### src/rtl/rsg_pkg.sv
package rsg_pkg;

    parameter int CNT_W = 12;
    parameter int SEL_W = 4;

    typedef logic [CNT_W-1:0] cnt_t;

    typedef enum logic [SEL_W-1:0] {
        SEL_HTOT   = 4'd0,
        SEL_HS_BEG = 4'd1,
        SEL_HS_END = 4'd2,
        SEL_HB_BEG = 4'd3,
        SEL_HB_END = 4'd4,
        SEL_HMID   = 4'd5,
        SEL_VTOT   = 4'd6,
        SEL_VS_BEG = 4'd7,
        SEL_VS_END = 4'd8,
        SEL_VB_BEG = 4'd9,
        SEL_VB_END = 4'd10
    } reg_sel_e;

    typedef struct packed {
        cnt_t htot;
        cnt_t hs_beg;
        cnt_t hs_end;
        cnt_t hb_beg;
        cnt_t hb_end;
        cnt_t hmid;
        cnt_t vtot;
        cnt_t vs_beg;
        cnt_t vs_end;
        cnt_t vb_beg;
        cnt_t vb_end;
        logic lace;
    } timing_t;

    // half-open window that may wrap around the counter end
    function automatic logic in_span(cnt_t pos, cnt_t beg, cnt_t fin);
        if (beg <= fin)
            return (pos >= beg) && (pos < fin);
        else
            return (pos >= beg) || (pos < fin);
    endfunction

    // beam position (v,h) is at or beyond point (pv,ph), ordered line first
    function automatic logic at_or_after(cnt_t v, cnt_t h, cnt_t pv, cnt_t ph);
        return (v > pv) || ((v == pv) && (h >= ph));
    endfunction

    function automatic timing_t apply_write(timing_t t, reg_sel_e sel, cnt_t d);
        timing_t r;
        r = t;
        case (sel)
            SEL_HTOT:   r.htot   = d;
            SEL_HS_BEG: r.hs_beg = d;
            SEL_HS_END: r.hs_end = d;
            SEL_HB_BEG: r.hb_beg = d;
            SEL_HB_END: r.hb_end = d;
            SEL_HMID:   r.hmid   = d;
            SEL_VTOT:   r.vtot   = d;
            SEL_VS_BEG: r.vs_beg = d;
            SEL_VS_END: r.vs_end = d;
            SEL_VB_BEG: r.vb_beg = d;
            SEL_VB_END: r.vb_end = d;
            default:    r = t;
        endcase
        return r;
    endfunction

endpackage

### src/rtl/rsg_regs.sv
module rsg_regs
    import rsg_pkg::*;
(
    input  logic             clk,
    input  logic             rst,
    input  logic             wr_en,
    input  logic [SEL_W-1:0] wr_sel,
    input  cnt_t             wr_data,
    input  logic             lace_in,
    input  logic             commit,
    output timing_t          active
);

    timing_t shadow;
    timing_t shadow_nxt;
    timing_t load_val;

    always_comb begin
        shadow_nxt = wr_en ? apply_write(shadow, reg_sel_e'(wr_sel), wr_data) : shadow;
        load_val      = shadow_nxt;
        load_val.lace = lace_in;
    end

    always_ff @(posedge clk) begin
        if (rst) begin
            shadow <= '0;
            active <= '0;
        end else begin
            shadow <= shadow_nxt;
            if (commit)
                active <= load_val;
        end
    end


    active_hold_chk: assert property (@(posedge clk) disable iff (rst)
        !commit |=> $stable(active));

endmodule

### src/rtl/rsg_beam.sv
module rsg_beam
    import rsg_pkg::*;
(
    input  logic    clk,
    input  logic    rst,
    input  logic    pix_en,
    input  timing_t act,
    output cnt_t    hpos,
    output cnt_t    vpos,
    output logic    field,
    output logic    wrap
);

    logic line_end;

    always_comb begin
        line_end = pix_en && (hpos == act.htot);
        wrap     = line_end && (vpos == act.vtot);
    end

    always_ff @(posedge clk) begin
        if (rst) begin
            hpos  <= '0;
            vpos  <= '0;
            field <= 1'b0;
        end else begin
            if (pix_en)
                hpos <= line_end ? '0 : hpos + 1'b1;
            if (line_end)
                vpos <= wrap ? '0 : vpos + 1'b1;
            if (wrap)
                field <= act.lace ? ~field : 1'b0;
        end
    end


    hpos_range_chk: assert property (@(posedge clk) disable iff (rst)
        hpos <= act.htot);


    beam_hold_chk: assert property (@(posedge clk) disable iff (rst)
        !pix_en |=> $stable(hpos) && $stable(vpos) && $stable(field));


    vpos_step_chk: assert property (@(posedge clk) disable iff (rst)
        (pix_en && hpos == act.htot && vpos != act.vtot) |=> vpos == $past(vpos) + 1'b1);

endmodule

### src/rtl/rsg_decode.sv
module rsg_decode
    import rsg_pkg::*;
(
    input  logic    clk,
    input  logic    rst,
    input  timing_t act,
    input  cnt_t    hpos,
    input  cnt_t    vpos,
    input  logic    field,
    input  logic    hs_pol,
    input  logic    vs_pol,
    input  logic    cs_pol,
    output logic    hsync,
    output logic    vsync,
    output logic    csync,
    output logic    blank
);

    logic h_raw;
    logic v_raw;
    logic c_raw;
    cnt_t v_edge;

    always_comb begin
        v_edge = (act.lace && field) ? act.hmid : '0;
        h_raw  = in_span(hpos, act.hs_beg, act.hs_end);
        v_raw  = at_or_after(vpos, hpos, act.vs_beg, v_edge) &&
                 !at_or_after(vpos, hpos, act.vs_end, v_edge);
        c_raw  = h_raw ^ v_raw;
        blank  = in_span(hpos, act.hb_beg, act.hb_end) ||
                 in_span(vpos, act.vb_beg, act.vb_end);
        hsync  = hs_pol ? h_raw : ~h_raw;
        vsync  = vs_pol ? v_raw : ~v_raw;
        csync  = cs_pol ? c_raw : ~c_raw;
    end


    csync_mix_chk: assert property (@(posedge clk) disable iff (rst)
        (csync ^ ~cs_pol) == ((hsync ^ ~hs_pol) ^ (vsync ^ ~vs_pol)));


    vsync_lines_chk: assert property (@(posedge clk) disable iff (rst)
        (vsync ^ ~vs_pol) |-> (vpos >= act.vs_beg) && (vpos <= act.vs_end));


    blank_start_chk: assert property (@(posedge clk) disable iff (rst)
        (hpos == act.hb_beg && act.hb_beg != act.hb_end) |-> blank);

endmodule

### src/rtl/raster_sync_gen.sv
module raster_sync_gen
    import rsg_pkg::*;
(
    input  logic             clk,
    input  logic             rst,
    input  logic             pix_en,
    input  logic             wr_en,
    input  logic [SEL_W-1:0] wr_sel,
    input  logic [CNT_W-1:0] wr_data,
    input  logic             lace_en,
    input  logic             hs_pol,
    input  logic             vs_pol,
    input  logic             cs_pol,
    output logic             hsync,
    output logic             vsync,
    output logic             csync,
    output logic             blank,
    output logic [CNT_W-1:0] hpos,
    output logic [CNT_W-1:0] vpos,
    output logic             field,
    output logic             sof
);

    timing_t act;
    logic    wrap;

    rsg_regs u_regs (
        .clk     (clk),
        .rst     (rst),
        .wr_en   (wr_en),
        .wr_sel  (wr_sel),
        .wr_data (wr_data),
        .lace_in (lace_en),
        .commit  (wrap),
        .active  (act)
    );

    rsg_beam u_beam (
        .clk    (clk),
        .rst    (rst),
        .pix_en (pix_en),
        .act    (act),
        .hpos   (hpos),
        .vpos   (vpos),
        .field  (field),
        .wrap   (wrap)
    );

    rsg_decode u_dec (
        .clk    (clk),
        .rst    (rst),
        .act    (act),
        .hpos   (hpos),
        .vpos   (vpos),
        .field  (field),
        .hs_pol (hs_pol),
        .vs_pol (vs_pol),
        .cs_pol (cs_pol),
        .hsync  (hsync),
        .vsync  (vsync),
        .csync  (csync),
        .blank  (blank)
    );

    always_ff @(posedge clk) begin
        if (rst) sof <= 1'b0;
        else     sof <= wrap;
    end


    sof_origin_chk: assert property (@(posedge clk) disable iff (rst)
        sof |-> (hpos == '0) && (vpos == '0));

endmodule

### config.mk
export PLATFORM = sky130hd
export DESIGN_NAME = raster_sync_gen
export DESIGN_NICKNAME = d
export VERILOG_FILES = /design/src/rtl/rsg_pkg.sv /design/src/rtl/rsg_regs.sv /design/src/rtl/rsg_beam.sv /design/src/rtl/rsg_decode.sv /design/src/rtl/raster_sync_gen.sv
export SDC_FILE = /design/constraint.sdc
export NUM_CORES = 1
export LEC_CHECK = 0
export BUFFER_PORTS_ARGS = -buffer_cell sky130_fd_sc_hd__buf_2
export CORE_MARGIN = 1.5
export CORE_UTILIZATION = 30
export DETAILED_ROUTE_END_ITERATION = 8
export GPL_TIMING_DRIVEN = 0
export HOLD_SLACK_MARGIN = 0.12
export MAX_ROUTING_LAYER = met4
export PLACE_DENSITY = 0.46
export SYNTH_ARGS = -nofsm -noshare
export SYNTH_HDL_FRONTEND = slang
export SYNTH_HIERARCHICAL = 1
export SYNTH_SLANG_ARGS = --single-unit
### constraint.sdc
create_clock -name clk -period 10.4 [get_ports clk]
set_clock_uncertainty 0.2 [all_clocks]
set_input_delay 1.56 -clock clk [delete_from_list [all_inputs] [get_ports clk]]
set_output_delay 1.56 -clock clk [all_outputs]
set_load 0.02 [all_outputs]
==> results_dict.tcl <==
set metrics [dict create \
    vias 13200 \
    async_reset_ff_share_pct 0 \
    antenna_found_initial 1 \
    max-cap-violations 0 \
    htree_levels 2 \
    utilization_pct 35.1 \
    p_per_area_nw_per_um2 303 \
    timing.setup.tns_ns 0 \
    critPathMaxFanout 10 \
    start_util_pct 30.5 \
    synth_cell_types 64 \
    fmax_mhz 172 \
    slew_headroom_pct 29.8 \
    core_region_area_um2 47900 \
    worstPathCellList "and2_1 -> clkbuf_1 -> nand2_1 -> ha_1 -> a21oi_1 -> nor2_1 -> a211oi_1 -> nand4b_1 -> a22o_1 -> o311a_1 -> xnor2_1 -> buf_2" \
    wl_mm 55.3 \
    combinationalPowerShare_pct 46.1 \
    cts-root-buf "clkbuf_16" \
    synth-compound-area-share_pct 23.0 \
    synth_fa_ha_area_share_pct 12.3 \
    rsz0062_at_grt "no" \
    dr.first_iter.drc_count 902 \
    hold_buffers 0 \
    grt_use_total_pct 22.6 \
    cts_tree "built" \
    final_cell_mix "dfxtp_1 (291), a21oi_1 (181), nor2_1 (166)" \
    setup_violations 0 \
    numCtsBuffers 36 \
    grt_max_degree 13 \
    viasPerCell 5.41 \
    ant_nets 0 \
    final_common_cell "dfxtp_1" \
    drive_above_1_share_pct 8.26 \
    max_stage_delay_ns 0.69 \
    syn_area_per_cell_um2 8.54 \
    syn_nets 1882 \
    globalplace.congestion 0.892 \
    syn-instance-count 1715 \
    synth_seq_cells 291 \
    grt_pass1_wl_mm 81.7 \
    synth_edf_count 0 \
    pre_cts_slack_ns 5.12 \
    switchingPower_w 0.00215 \
    io_buffer_count 51 \
    fin_crit_ns 5.82 \
    clk_latency_ns 0.55 \
    maxSlewViolCount 0 \
    clkSinkCount 291 \
    drc 0 \
    nFillCells 4999 \
    overflow 0 \
    total_power_w 0.00510 \
    multi_input_area_um2 7910 \
    crit_type "reg2out" \
    critPathSlowestCell "a211oi_1" \
    drt_pass1_iterations 5 \
    cts_resized 0 \
    regArea_um2 5830 \
    io_pins 54 \
    die_area_um2 50200 \
    dpl.hpwl_mm 41.8 \
    outcome "finished clean" \
    muxShareOfSynthArea_pct 0.137 \
    vdd_ir_drop_max_uv 105 \
    clockPowerShare_pct 24.5 \
    hold_path_class "reg2reg" \
    worstSetupStartpointType "register" \
    synthXorXnorAreaFrac_pct 2.56 \
    wire_per_inst_um 22.6 \
    chipHeight_um 224 \
    grt_pass1_vias 12900 \
    cts_max_path_buffers 3 \
    die_width_um 224 \
    internal_power_w 0.00294 \
    worst_pin_slew_ns 1.05 \
    finalCritPeriodShare_pct 56.0 \
    fin_ws_ns 4.58 \
    holdWs_ns 0.284 \
    hold_viol 0 \
    p_leak_nw 6.17 \
    worstPathRequired_ns 8.64 \
    postCtsSetupRepairBufs 0 \
    synthFlopType "dfxtp_1" \
    nets 1971 \
    clk_pin_slew_ns 0.06 \
    endpoint_kind "output port" \
    cp.arrival_ns 4.06 \
    area_growth_pct 15.0 \
    fp-row-count 80 \
    yosys.area_share.simple_pct 16.0 \
    yosys_warnings 6 \
    synth.cell_area_um2 14600 \
    seq_area_frac_synth_pct 39.8 \
    switching_share_pct 42.3 \
    p_seq_share_pct 29.5 \
    synth_top_family_by_area "compound AO/OA/AOI/OAI gates" \
]
[final cells by class]
class / count / area share (%)
Antenna cell: 1 / 0.0149
Buffer: 121 / 3.15
Clock buffer: 55 / 6.55
Clock inverter: 7 / 0.409
Inverter: 101 / 2.25
Multi-Input combinational cell: 1202 / 47.0
Sequential cell: 291 / 34.6
Tap cell: 615 / 4.57
Timing Repair Buffer: 51 / 1.52
[flip-flops by register name (all words and copies together), names as in the netlist]
name / cells
sof: 1
u_beam/field: 1
u_beam/hpos: 12
u_beam/vpos: 12
u_regs/active: 133
u_regs/shadow: 132
[worst max-delay path, delay by kind of cell (launching register included)]
family	cells	cell delay, ns
AO/OA/AOI/OAI	4	1.50
XOR/XNOR	1	0.16
flip-flops	1	0.38
AND/OR/NAND/NOR	4	0.65
adder cells (fa/ha/maj)	1	0.30
buffers and inverters	2	0.53
[worst paths after layout]
| check | end | start | cells past startpoint | slack [ns] |
|---|---|---|---|---|
| max | csync | u_beam/field$_SDFFE_PP0P_ | 12 | 4.58 |
| min | u_regs/active[98]$_SDFFE_PP0P_ | u_regs/active[98]$_SDFFE_PP0P_ | 2 | 0.28 |
| max reg2reg | u_regs/active[3]$_SDFFE_PP0P_ | u_beam/hpos[3]$_SDFFE_PP0P_ | 10 | 5.40 |
| min reg2reg | u_regs/active[98]$_SDFFE_PP0P_ | u_regs/active[98]$_SDFFE_PP0P_ | 2 | 0.28 |
[cells in the mapped netlist (all sizes together), types with 7 or more instances]
library cell	number	area [µm²]
a311oi	132	1160
a21oi	181	906
nand2b	13	83.8
or4	10	78.8
nand3	16	80.1
dfxtp	291	5830
a21o	20	150
nor4	8	50.1
nand2	144	541
xnor2	23	209
inv	101	379
a211oi	7	52.6
ha	143	1790
xor2	19	166
nand4	57	357
clkbuf	90	348
and3b	26	228
nor3b	13	103
o211ai	12	90.1
buf	31	183
o21ai	144	721
nor2	166	623
nor2b	7	51.3
[power by group through the flow]
stage          sequential [W]  combinational (W)  clock [W]
6_report              0.00150            0.00235    0.00125
5_1_grt               0.00153            0.00259    0.00131
4_1_cts               0.00151            0.00235    0.00127
3_5_place_dp          0.00153            0.00234          0
3_3_place_gp          0.00153            0.00231          0
2_1_floorplan         0.00145            0.00159          0
[metal layers]
layer  up-vias  global-route usage [%]  share of wire, %
li1       6431                       -                 -
met1      6403                    29.7                46
met2       332                    34.8                45
met3        62                    3.53               5.0
met4         0                    9.09               3.7
met5         -                       -                 0
[logic make-up (layout without fill, tap and decap cells)]
kind of cell             after synthesis  count (layout)
AO/OA/AOI/OAI                        531             531
XOR/XNOR                              42              42
adder cells (fa/ha/maj)              144             144
buffers and inverters                222             335
flip-flops                           291             291
multiplexers                           2               2
other                                  0               1
AND/OR/NAND/NOR                      483             483
[per-stage QoR]
step	instances	instance area, µm²
after floorplan	1715	14600
after global placement	2381	15700
after detailed placement	2381	15700
after CTS	2443	16800
after global routing	2444	16800
final	2444	16800
Power figures use the tool's default switching activity.
